File: config.mk
export PLATFORM = sky130hd
export DESIGN_NAME = pm_sleep_ctl
export DESIGN_NICKNAME = d
export VERILOG_FILES = /design/src/rtl/pmsc_pkg.sv /design/src/rtl/pmsc_control.sv /design/src/rtl/pmsc_datapath.sv /design/src/rtl/pm_sleep_ctl.sv
export SDC_FILE = /design/constraint.sdc
export NUM_CORES = 1
export LEC_CHECK = 0
export BUFFER_PORTS_ARGS = -buffer_cell sky130_fd_sc_hd__buf_2
export CORE_MARGIN = 8
export CORE_UTILIZATION = 43
export DETAILED_ROUTE_END_ITERATION = 8
export GPL_TIMING_DRIVEN = 0
export PLACE_DENSITY = 0.77
export RECOVER_POWER = 25
export SYNTH_ARGS = -nofsm -noshare
export SYNTH_HDL_FRONTEND = slang
export SYNTH_SLANG_ARGS = --single-unit
File: constraint.sdc
create_clock -name clk -period 1.6 [get_ports clk]
set_clock_uncertainty 0.15 [all_clocks]
set_input_delay 0.32 -clock clk [delete_from_list [all_inputs] [get_ports clk]]
set_output_delay 0.32 -clock clk [all_outputs]
set_load 0.1 [all_outputs]
File: src/rtl/pmsc_pkg.sv
package pmsc_pkg;
  localparam int REG_W     = 16;
  localparam int TRIG_BIT  = 13;
  localparam int TYPE_LSB  = 10;
  localparam int TYPE_W    = 3;
  localparam int IE_BIT    = 0;

  typedef enum logic [1:0] {
    SZ_BYTE = 2'd0,
    SZ_HALF = 2'd1,
    SZ_WORD = 2'd2,
    SZ_RSVD = 2'd3
  } accSize_e;

  typedef struct packed {
    logic store;
    logic ieSet;
    logic ieClr;
    logic rdSel;
  } dpStrobe_t;
endpackage

File: src/rtl/pmsc_control.sv
module pmsc_control
  import pmsc_pkg::*;
#(
  parameter int ADDR_W     = 4,
  parameter int CTL_OFFSET = 4
) (
  input  logic                 clk,
  input  logic                 rstN,
  input  logic                 wrEn,
  input  logic                 rdEn,
  input  logic [ADDR_W-1:0]    addr,
  input  logic [1:0]           accSize,
  input  logic [REG_W-1:0]     wrData,
  input  logic [TYPE_W-1:0]    hibCode,
  input  logic                 intrSet,
  input  logic                 intrClr,
  output dpStrobe_t            strobe,
  output logic                 offReq,
  output logic                 suspReq,
  output logic                 hibReq
);
  localparam logic [ADDR_W-1:0] OFFS = ADDR_W'(CTL_OFFSET);

  logic              sel;
  logic              accepted;
  logic              trigger;
  logic [TYPE_W-1:0] sleepType;
  logic              wantOff;
  logic              wantSusp;
  logic              wantHib;

  assign sel       = (addr == OFFS) && (accSize == SZ_HALF);
  assign accepted  = wrEn && sel;
  assign trigger   = accepted && wrData[TRIG_BIT];
  assign sleepType = wrData[TYPE_LSB +: TYPE_W];

  always_comb begin
    wantOff  = 1'b0;
    wantSusp = 1'b0;
    wantHib  = 1'b0;
    if (trigger) begin
      case (sleepType)
        TYPE_W'(0): wantOff  = 1'b1;
        TYPE_W'(1): wantSusp = 1'b1;
        default:    wantHib  = (sleepType == hibCode);
      endcase
    end
  end

  always_comb begin
    strobe.store = accepted;
    strobe.ieSet = intrSet;
    strobe.ieClr = intrClr && !intrSet;
    strobe.rdSel = rdEn && sel;
  end

  always_ff @(posedge clk) begin
    if (!rstN) begin
      offReq  <= 1'b0;
      suspReq <= 1'b0;
      hibReq  <= 1'b0;
    end else begin
      offReq  <= wantOff || hibReq;
      suspReq <= wantSusp;
      hibReq  <= wantHib;
    end
  end
endmodule

File: src/rtl/pmsc_datapath.sv
module pmsc_datapath
  import pmsc_pkg::*;
(
  input  logic             clk,
  input  logic             rstN,
  input  dpStrobe_t        strobe,
  input  logic [REG_W-1:0] wrData,
  output logic [REG_W-1:0] ctlReg,
  output logic [REG_W-1:0] rdData
);
  localparam logic [REG_W-1:0] KEEP_MASK = ~(REG_W'(1) << TRIG_BIT);

  logic [REG_W-1:0] nextReg;

  always_comb begin
    nextReg = strobe.store ? (wrData & KEEP_MASK) : ctlReg;
    if (strobe.ieSet)      nextReg[IE_BIT] = 1'b1;
    else if (strobe.ieClr) nextReg[IE_BIT] = 1'b0;
  end

  always_ff @(posedge clk) begin
    if (!rstN) ctlReg <= '0;
    else       ctlReg <= nextReg;
  end

  assign rdData = strobe.rdSel ? ctlReg : '0;
endmodule

File: src/rtl/pm_sleep_ctl.sv
module pm_sleep_ctl
  import pmsc_pkg::*;
#(
  parameter int ADDR_W     = 4,
  parameter int CTL_OFFSET = 4
) (
  input  logic              clk,
  input  logic              rstN,
  input  logic              wrEn,
  input  logic              rdEn,
  input  logic [ADDR_W-1:0] addr,
  input  logic [1:0]        accSize,
  input  logic [15:0]       wrData,
  input  logic [2:0]        hibCode,
  input  logic              intrSet,
  input  logic              intrClr,
  output logic [15:0]       rdData,
  output logic              offReq,
  output logic              suspReq,
  output logic              hibReq
);
  dpStrobe_t        strobe;
  logic [REG_W-1:0] ctlReg;

  pmsc_control #(.ADDR_W(ADDR_W), .CTL_OFFSET(CTL_OFFSET)) uCtl (
    .clk(clk), .rstN(rstN), .wrEn(wrEn), .rdEn(rdEn), .addr(addr),
    .accSize(accSize), .wrData(wrData), .hibCode(hibCode),
    .intrSet(intrSet), .intrClr(intrClr), .strobe(strobe),
    .offReq(offReq), .suspReq(suspReq), .hibReq(hibReq)
  );

  pmsc_datapath uDp (
    .clk(clk), .rstN(rstN), .strobe(strobe), .wrData(wrData),
    .ctlReg(ctlReg), .rdData(rdData)
  );
endmodule

==> metrics.txt <==
Area Overhead vs Synth 64.5%; root buffer cell clkbuf_4; status complete, but fails checks; total gr overflow 0; max-slew violation count 0; YS warnings 0; H-tree depth 1; worst setup margin -0.337 ns; critical path type in -> out; Mapped Area 935 um2; sequential-to-total area share from yosys stat 38.6%; # DRC 0; DRT antenna net count 0; # clock sinks 18; final worst path period share 121%; WHS 0.0797 ns; commonest cells after routing, fill and taps aside buf_2 (33), dfxtp_1 (18), and2_4 (15), nand3_1 (15), buf_12 (15); largest net degree at the start of global routing 11; die area 0.00392 mm2; vias in the first global route 1,132; # rows 17; synth unique cells 29; initial antenna violation count 0; Die Span Y 62.6 um; Util after Layout 72.3%; Die X 62.6 um; Gate Count Post-Synth 105; Setup WS pre-CTS -0.709 ns; final non-filler cell total 188; Cells after DPL 181; IO buf count 48; # IOs 50; diode count 0; Worst Hold Class in -> reg; core area 0.00213 mm2; Final Critical Period 1.94 ns; post-DP HPWL 2040 um; Arrival @ worst endpoint 1.47 ns; leak pwr 0.000635 uW; Fmax 0.516 GHz; Max FO, Critical Path 10; Power Density 552 mW/mm2; share of cells above drive strength 1 51.2%; Via Count 992; Max Buffers Root-to-Sink 2; nets 192; failing checks negative setup slack; max cap viols 0; Fin. Hold Viols 0; First DRT Iteration DRCs 21; GPL Wtd Cong 0.743; Routed WL 2770 um; TritonCTS Buffers 3; vias per std cell 5.28; filler cell count in the final layout 178; Starting Density 43.9%; syn avg cell area 8.90 um2; final setup fails 15; TritonCTS clock tree built; first-pass GRT wire length 4930 um; Syn Nets 136; Clock Pin Slew Worst Setup and Hold Paths 0.10 ns; drt first pass iters 4; Skew-Pair Late Insertion Delay 0.29 ns; nature of the critical path endpoint output port; Wirelength per Cell 14.7 um; RSZ-0062 raised after global routing true; Critical Path Source Type primary input; Required @ worst endpoint 1.13 ns; GRT Overall Usage 14.6%; commonest non-fill, non-tap cell in the layout buf_2; Yosys reg bits 18; worst vdd ir 416 uV
[Yosys cell counts (all sizes together)]
master,count,area (um2)
dfxtp,18,360
and2,15,93.8
nand3,15,75.1
a21oi,14,70.1
o21ai,14,70.1
buf,6,50.0
clkbuf,2,7.51
nand4,2,12.5
nor3,2,10.0
nor4b,2,38.8
a31oi,1,6.26
a41oi,1,8.76
and4bb,1,12.5
conb,1,3.75
inv,1,3.75
nand2,1,3.75
nand4bb,1,27.5
nor2,1,3.75
nor2b,1,6.26
nor3b,1,18.8
nor4bb,1,10.0
o211ai,1,12.5
or3b,1,11.3
xnor2,1,8.76
xor2,1,8.76
[stage by stage]
step                TNS (ns)  power, uW  cell area [um2]
floorplan              -3.71        520              966
global placement       -9.92        575             1240
detailed placement     -9.95        578             1240
CTS                    -5.58        857             1540
global route           -5.75        885             1540
finish                 -4.91        849             1540
[repair_timing]
item,CTS,global route
resized for setup,66,0
endpoints found under the setup margin,15,15
setup buffers,3,0
hold endpoints to repair,0,0
pin swaps,6,2
hold buffers,0,0
[state kept, by name (all words and copies together) (netlist names)]
name          count
uDp.ctlReg       15
uCtl.offReq       1
uCtl.suspReq      1
uCtl.hibReq       1
[routing by layer]
metal / part of all wire (%) / vias to the layer above / global-route usage (%) / wire, um
met5: 0 / - / 0 / 0
met4: 0.51 / 0 / 2.56 / 14
met3: 5.8 / 2 / 4.12 / 161
met2: 52 / 40 / 27.3 / 1450
met1: 41 / 463 / 15.9 / 1140
li1: - / 487 / - / -
[path summary, 6_finish.rpt]
path | startpoint | to | slack (ns) | cells after the start
max | accSize[1] | rdData[6] | -0.34 | 6
min | intrSet | uDp.ctlReg[0] | 0.08 | 3
max reg2reg | uDp.ctlReg[10] | uDp.ctlReg[10] | 0.79 | 2
min reg2reg | uDp.ctlReg[0] | uDp.ctlReg[0] | 0.33 | 2
[where the power goes]
part	internal [uW]	switching, uW	leakage [uW]
logic	54.5	64.6	0.000469
clock network	139	138	0.0000210
registers	451	1.85	0.000145
[layout make-up]
| cell class | instances | area [um2] | area share, % |
|---|---|---|---|
| multi-input combinational | 78 | 551 | 35.8 |
| buffer | 8 | 57.6 | 3.74 |
| tap | 28 | 35.0 | 2.28 |
| timing repair buffer | 51 | 494 | 32.1 |
| clock buffer | 4 | 36.3 | 2.36 |
| inverter | 1 | 3.75 | 0.244 |
| sequential | 18 | 360 | 23.4 |
[critical path, stage by stage]
cell and delay [ns]:
buf_6 0.09, nand4bb_4 0.24, nor4b_4 0.30, buf_6 0.19, and2_4 0.16, buf_12 0.16
[logic make-up after synthesis]
| group | synth area share (%) |
|---|---|
| compound gates | 17.9 |
| xor+xnor | 1.87 |
| flops | 38.6 |
| buf+inv | 6.56 |
| simple gates | 34.7 |
| other cells | 0.401 |
No activity file was read; power rests on OpenSTA's default activity.
